**src/rtl/capture_pkg.sv**
```systemverilog
package capture_pkg;
    localparam int POS_W_DEF  = 12;
    localparam int ROW_W_DEF  = 10;
    localparam int ADDR_W_DEF = 16;
    localparam int COL_W_DEF  = 10;
    localparam int BPP_W_DEF  = 2;
    localparam int NCOL_W_DEF = 3;
    localparam int DATA_W_DEF = 8;
endpackage

```
**src/rtl/capture_pos.sv**
```systemverilog
module capture_pos #(
    parameter int POS_W = capture_pkg::POS_W_DEF,
    parameter int ROW_W = capture_pkg::ROW_W_DEF
) (
    input  logic             clk,
    input  logic             rst_n,
    input  logic             frame_start,
    input  logic             row_start,
    input  logic             bus_valid,
    input  logic [POS_W-1:0] cfg_row_bytes,
    input  logic [ROW_W-1:0] cfg_rows,
    output logic [POS_W-1:0] cur_pos,
    output logic [ROW_W-1:0] cur_row,
    output logic             accept,
    output logic             done
);
    typedef struct packed {
        logic [POS_W-1:0] pos;
        logic [ROW_W-1:0] row;
        logic             done;
    } pos_state_t;

    pos_state_t st_q, st_d, eff;

    localparam logic [POS_W-1:0] ONE_P = POS_W'(1);
    localparam logic [ROW_W-1:0] ONE_R = ROW_W'(1);

    always_comb begin
        eff = st_q;
        if (frame_start) begin
            eff.pos  = '0;
            eff.row  = '0;
            eff.done = 1'b0;
        end else if (row_start) begin
            eff.pos = '0;
        end
        accept = bus_valid && !eff.done;
        st_d   = eff;
        if (accept) begin
            if (eff.pos == cfg_row_bytes - ONE_P) begin
                st_d.pos = '0;
                st_d.row = eff.row + ONE_R;
                if (eff.row == cfg_rows - ONE_R) begin
                    st_d.done = 1'b1;
                end
            end else begin
                st_d.pos = eff.pos + ONE_P;
            end
        end
    end

    always_ff @(posedge clk) begin
        if (!rst_n) begin
            st_q <= '0;
        end else begin
            st_q <= st_d;
        end
    end

    assign cur_pos = eff.pos;
    assign cur_row = eff.row;
    assign done    = st_q.done;

    p_idle_hold_r2: assert property (@(posedge clk) disable iff (!rst_n)
        (!bus_valid && !row_start && !frame_start) |=> (st_q == $past(st_q)));

    p_done_sticky_r8: assert property (@(posedge clk) disable iff (!rst_n)
        (st_q.done && !frame_start) |=> st_q.done);

    p_frame_clear_r9: assert property (@(posedge clk) disable iff (!rst_n)
        (frame_start && !bus_valid) |=> (st_q.pos == '0 && st_q.row == '0 && !st_q.done));

    p_row_keep_r3: assert property (@(posedge clk) disable iff (!rst_n)
        (row_start && !frame_start && !bus_valid) |=> (st_q.pos == '0 && st_q.row == $past(st_q.row)));
endmodule

```
**src/rtl/capture_window.sv**
```systemverilog
module capture_window #(
    parameter int POS_W  = capture_pkg::POS_W_DEF,
    parameter int COL_W  = capture_pkg::COL_W_DEF,
    parameter int BPP_W  = capture_pkg::BPP_W_DEF,
    parameter int NCOL_W = capture_pkg::NCOL_W_DEF
) (
    input  logic [POS_W-1:0]  pos,
    input  logic [COL_W-1:0]  cfg_col,
    input  logic [BPP_W-1:0]  cfg_bpp,
    input  logic [NCOL_W-1:0] cfg_ncols,
    output logic              hit,
    output logic [POS_W-1:0]  slot
);
    logic [POS_W-1:0] first_d;
    logic [POS_W-1:0] span_d;
    logic [POS_W-1:0] offs_d;

    always_comb begin
        first_d = POS_W'(cfg_col) * POS_W'(cfg_bpp);
        span_d  = POS_W'(cfg_ncols) * POS_W'(cfg_bpp);
        offs_d  = pos - first_d;
        hit     = (pos >= first_d) && (offs_d < span_d);
        slot    = offs_d;
    end
endmodule

```
**src/rtl/capture_wr.sv**
```systemverilog
module capture_wr #(
    parameter int POS_W  = capture_pkg::POS_W_DEF,
    parameter int ROW_W  = capture_pkg::ROW_W_DEF,
    parameter int ADDR_W = capture_pkg::ADDR_W_DEF,
    parameter int DATA_W = capture_pkg::DATA_W_DEF
) (
    input  logic              clk,
    input  logic              rst_n,
    input  logic              wr_en,
    input  logic [POS_W-1:0]  slot,
    input  logic [ROW_W-1:0]  row,
    input  logic [ADDR_W-1:0] base,
    input  logic [DATA_W-1:0] data,
    output logic              mem_we,
    output logic [ADDR_W-1:0] mem_addr,
    output logic [DATA_W-1:0] mem_wdata
);
    typedef struct packed {
        logic              we;
        logic [ADDR_W-1:0] addr;
        logic [DATA_W-1:0] data;
    } wr_state_t;

    wr_state_t wr_q, wr_d;

    always_comb begin
        wr_d      = wr_q;
        wr_d.we   = wr_en;
        if (wr_en) begin
            wr_d.addr = base + (ADDR_W'(slot) << ROW_W) + ADDR_W'(row);
            wr_d.data = data;
        end
    end

    always_ff @(posedge clk) begin
        if (!rst_n) begin
            wr_q <= '0;
        end else begin
            wr_q <= wr_d;
        end
    end

    assign mem_we    = wr_q.we;
    assign mem_addr  = wr_q.addr;
    assign mem_wdata = wr_q.data;
endmodule

```
**src/rtl/column_capture.sv**
```systemverilog
module column_capture #(
    parameter int POS_W  = capture_pkg::POS_W_DEF,
    parameter int ROW_W  = capture_pkg::ROW_W_DEF,
    parameter int ADDR_W = capture_pkg::ADDR_W_DEF,
    parameter int COL_W  = capture_pkg::COL_W_DEF,
    parameter int BPP_W  = capture_pkg::BPP_W_DEF,
    parameter int NCOL_W = capture_pkg::NCOL_W_DEF,
    parameter int DATA_W = capture_pkg::DATA_W_DEF
) (
    input  logic              clk,
    input  logic              rst_n,
    input  logic [COL_W-1:0]  cfg_col,
    input  logic [BPP_W-1:0]  cfg_bpp,
    input  logic [NCOL_W-1:0] cfg_ncols,
    input  logic [POS_W-1:0]  cfg_row_bytes,
    input  logic [ROW_W-1:0]  cfg_rows,
    input  logic [ADDR_W-1:0] cfg_base,
    input  logic              frame_start,
    input  logic              row_start,
    input  logic              bus_valid,
    input  logic [DATA_W-1:0] bus_data,
    output logic              mem_we,
    output logic [ADDR_W-1:0] mem_addr,
    output logic [DATA_W-1:0] mem_wdata,
    output logic              done
);
    logic [POS_W-1:0] cur_pos;
    logic [ROW_W-1:0] cur_row;
    logic             accept;
    logic             hit;
    logic [POS_W-1:0] slot;

    capture_pos #(.POS_W(POS_W), .ROW_W(ROW_W)) u_pos (
        .clk(clk), .rst_n(rst_n),
        .frame_start(frame_start), .row_start(row_start), .bus_valid(bus_valid),
        .cfg_row_bytes(cfg_row_bytes), .cfg_rows(cfg_rows),
        .cur_pos(cur_pos), .cur_row(cur_row), .accept(accept), .done(done)
    );

    capture_window #(.POS_W(POS_W), .COL_W(COL_W), .BPP_W(BPP_W), .NCOL_W(NCOL_W)) u_win (
        .pos(cur_pos), .cfg_col(cfg_col), .cfg_bpp(cfg_bpp), .cfg_ncols(cfg_ncols),
        .hit(hit), .slot(slot)
    );

    capture_wr #(.POS_W(POS_W), .ROW_W(ROW_W), .ADDR_W(ADDR_W), .DATA_W(DATA_W)) u_wr (
        .clk(clk), .rst_n(rst_n),
        .wr_en(accept && hit), .slot(slot), .row(cur_row), .base(cfg_base), .data(bus_data),
        .mem_we(mem_we), .mem_addr(mem_addr), .mem_wdata(mem_wdata)
    );

    p_we_needs_valid_r2: assert property (@(posedge clk) disable iff (!rst_n)
        mem_we |-> $past(bus_valid));

    p_data_match_r6: assert property (@(posedge clk) disable iff (!rst_n)
        mem_we |-> (mem_wdata == $past(bus_data)));

    p_no_write_done_r8: assert property (@(posedge clk) disable iff (!rst_n)
        (done && $past(done) && !$past(frame_start)) |-> !mem_we);

    p_reset_quiet_r1: assert property (@(posedge clk)
        !rst_n |=> (!mem_we && !done));
endmodule

```
**config.mk**
```make
export PLATFORM = sky130hd
export DESIGN_NAME = column_capture
export DESIGN_NICKNAME = d
export VERILOG_FILES = /design/src/rtl/capture_pkg.sv /design/src/rtl/capture_pos.sv /design/src/rtl/capture_window.sv /design/src/rtl/capture_wr.sv /design/src/rtl/column_capture.sv
export SDC_FILE = /design/constraint.sdc
export NUM_CORES = 1
export LEC_CHECK = 0
export ABC_AREA = 1
export BUFFER_PORTS_ARGS = -buffer_cell sky130_fd_sc_hd__buf_2
export CORE_MARGIN = 5
export CORE_UTILIZATION = 60
export CTS_BUF_LIST = sky130_fd_sc_hd__clkbuf_2 sky130_fd_sc_hd__clkbuf_4 sky130_fd_sc_hd__clkbuf_8
export CTS_CLUSTER_SIZE = 28
export DETAILED_ROUTE_END_ITERATION = 8
export PLACE_DENSITY_LB_ADDON = 0.25
export SKIP_CTS_REPAIR_TIMING = 1
export SKIP_LAST_GASP = 1
export SLEW_MARGIN = 5
export SYNTH_ARGS = -nofsm -noshare
export SYNTH_HDL_FRONTEND = slang
export SYNTH_HIERARCHICAL = 1
export SYNTH_SLANG_ARGS = --single-unit
```
**constraint.sdc**
```tcl
create_clock -name clk -period 4.3 [get_ports clk]
set_input_delay 0.645 -clock clk [delete_from_list [all_inputs] [get_ports clk]]
set_output_delay 0.645 -clock clk [all_outputs]
set_load 0.02 [all_outputs]
```
==> run_results.csv <==
group,metric,value,unit
setup_path,timing.rr.start,"u_pos/st_q[11]",
cts,cts-buffers-inserted,5,
power_and_ir_drop,p_comb_share,36.8,%
power_and_ir_drop,cellLeakagePower,3.927,nW
placed_design,portBuffers,91,
sta,setup_viol,0,
setup_path,cp-startpoint,"cfg_bpp[1]",
cells_and_area,final_core_util,68.54,%
cts,worstSkewPairLatency,0.31,ns
detailed_routing,wire_per_inst,11.35,µm
floorplanning,fp.dieArea,11460,µm²
sta,rsz0062_at_grt,"no",
cts,clockBufferDepth,2,
sta,max_freq,0.2552,GHz
global_routing,grt-ovfl-total,0,
floorplanning,core_area,9196,µm²
logic_synthesis,synth.yosys.warnings,6,
global_routing,grt_pass1_wl,23530,µm
global_routing,grt_max_degree,30,
sta,worst_slack,0.3816,ns
cells_and_area,final_cells,1209,
setup_path,end_kind,"flop",
placed_design,place_congestion,0.9688,
detailed_routing,vias,6043,
sta,holdWs,0.5032,ns
run_status,status,"finished clean",
floorplanning,start_util,61.43,%
power_and_ir_drop,p_total,1.165,mW
detailed_routing,drc,0,
sta,fin_crit,3.918,ns
sta,tightest_slew,0.4997,ns
logic_synthesis,synth_area,5649,µm²
detailed_routing,postRouteAntennaNets,0,
floorplanning,die_width,107.0,µm
setup_path,crit_type,"primary input to flop",
power_and_ir_drop,power_density,184.8,nW/µm²
floorplanning,fp.dieH,107.0,µm
cells_and_area,final_area,6304,µm²
sta,slew_viol_final,0,
setup_path,startpoint_type,"primary input",
logic_synthesis,syn_inst,1008,
sta,fin_worst_skew,0.01032,ns
sta,relSlewSlack,66.69,%
cts,cts.sinks,48,
sta,final.setup.tns,0,ns
power_and_ir_drop,power_frac_seq,38.2,%
cells_and_area,drive_gt1_share,13.11,%
cells_and_area,area_growth,11.58,%
placed_design,dpl_cell_area,6206,µm²
cells_and_area,layout.nets,1213,
detailed_routing,totalWireLength,13720,µm
cts,cts-root-buf,"clkbuf_8",
global_routing,grt_pass1_vias,5425,
cts,path_clk_slew,0.10,ns
power_and_ir_drop,intPower,0.7338,mW
cells_and_area,n_antenna_cell,0,
setup_path,cp.arrival,4.12,ns
power_and_ir_drop,swShare,36.99,%
placed_design,hpwl,11300,µm
logic_synthesis,syn_avg_cell_area,5.604,µm²
setup_path,cp_max_fo,13,
placed_design,dpl_worst_slack,0.1011,ns
run,max_cap_violations,0,
detailed_routing,vias_per_cell,4.998,
power_and_ir_drop,p_clk_share,25.0,%
floorplanning,pin_count,92,
setup_path,crit_required,4.50,ns
detailed_routing,drtPass1Iterations,5,
logic_synthesis,synth_fp_nets,1124,
power_and_ir_drop,switchingPower,0.4309,mW
sta,finalCritPeriodShare,91.13,%
floorplanning,placementRows,35,
global_routing,track_usage,24.20,%
sta,final-hold-violation-count,0,
hold_path,hold_class,"flop to flop",
hold_path,holdCritStartpoint,"u_wr/mem_wdata[1]",
placed_design,dp_cells,1201,
global_routing,antenna_found_initial,0,
cts,cts_tree,"done",
detailed_routing,drt_iter0_markers,438,
cts,cts_htree_levels,2,
cells_and_area,layout_commonest_cell,"nand2_1",
power_and_ir_drop,vdd_drop_max,139.9,µV
cells_and_area,layout_common_cells,"349 x nand2_1, 190 x inv_1, 132 x nor2_1",
[final cells by class]
class / instances / area, µm²
timing repair buffer: 96 / 505.5
inverter: 198 / 743.2
tap: 111 / 138.9
fill: 879 / 2893
clock inverter: 2 / 15.01
clock buffer: 6 / 82.58
multi-input combinational: 748 / 3857
sequential: 48 / 960.9
[power groups by stage]
stage | registers, mW | logic [mW] | clock network [mW]
global route | 0.445 | 0.490 | 0.316
global placement | 0.456 | 0.414 | 0
floorplan | 0.456 | 0.312 | 0
CTS | 0.445 | 0.423 | 0.297
detailed placement | 0.456 | 0.419 | 0
finish | 0.445 | 0.429 | 0.291
[final timing paths]
path	end	slack [ns]	depth (start not counted)
worst max-delay path	u_wr/mem_addr[4]	0.38	27
worst max register to register	u_wr/mem_addr[4]	1.05	20
worst min register to register	u_wr/mem_wdata[1]	0.50	2
worst min-delay path	u_wr/mem_wdata[1]	0.50	2
[routing by layer]
layer	vias up	global-route usage (%)	part of all wire, %
met5	-	0	0
met4	0	5.479	1.4
met3	19	3.432	6.7
met2	186	39.01	43
met1	2593	34.09	49
li1	3245	-	-
[registers in the layout, indices dropped and copies added (netlist names)]
| signal | count |
|---|---|
| u_pos/st_q | 22 |
| u_wr/mem_addr | 16 |
| u_pos/done | 1 |
| u_wr/mem_we | 1 |
| u_wr/mem_wdata | 8 |
[critical path, stage by stage]
cell     delay [ns]
buf_2          0.17
nand2_1        0.08
inv_1          0.04
ha_1           0.37
nand2_1        0.09
nand2_1        0.06
nand3_1        0.06
nand2_1        0.06
a21oi_1        0.20
nor2_1         0.09
a21oi_1        0.18
xor2_1         0.17
ha_1           0.31
nand2_1        0.12
inv_1          0.05
a21oi_1        0.26
nand3_1        0.13
nand2_1        0.07
nand2_1        0.04
nor2_1         0.08
nand3_1        0.07
nor2_1         0.09
nand2_1        0.06
inv_1          0.12
inv_1          0.21
o21ai_0        0.23
inv_1          0.07
Power figures use the tool's default switching activity.
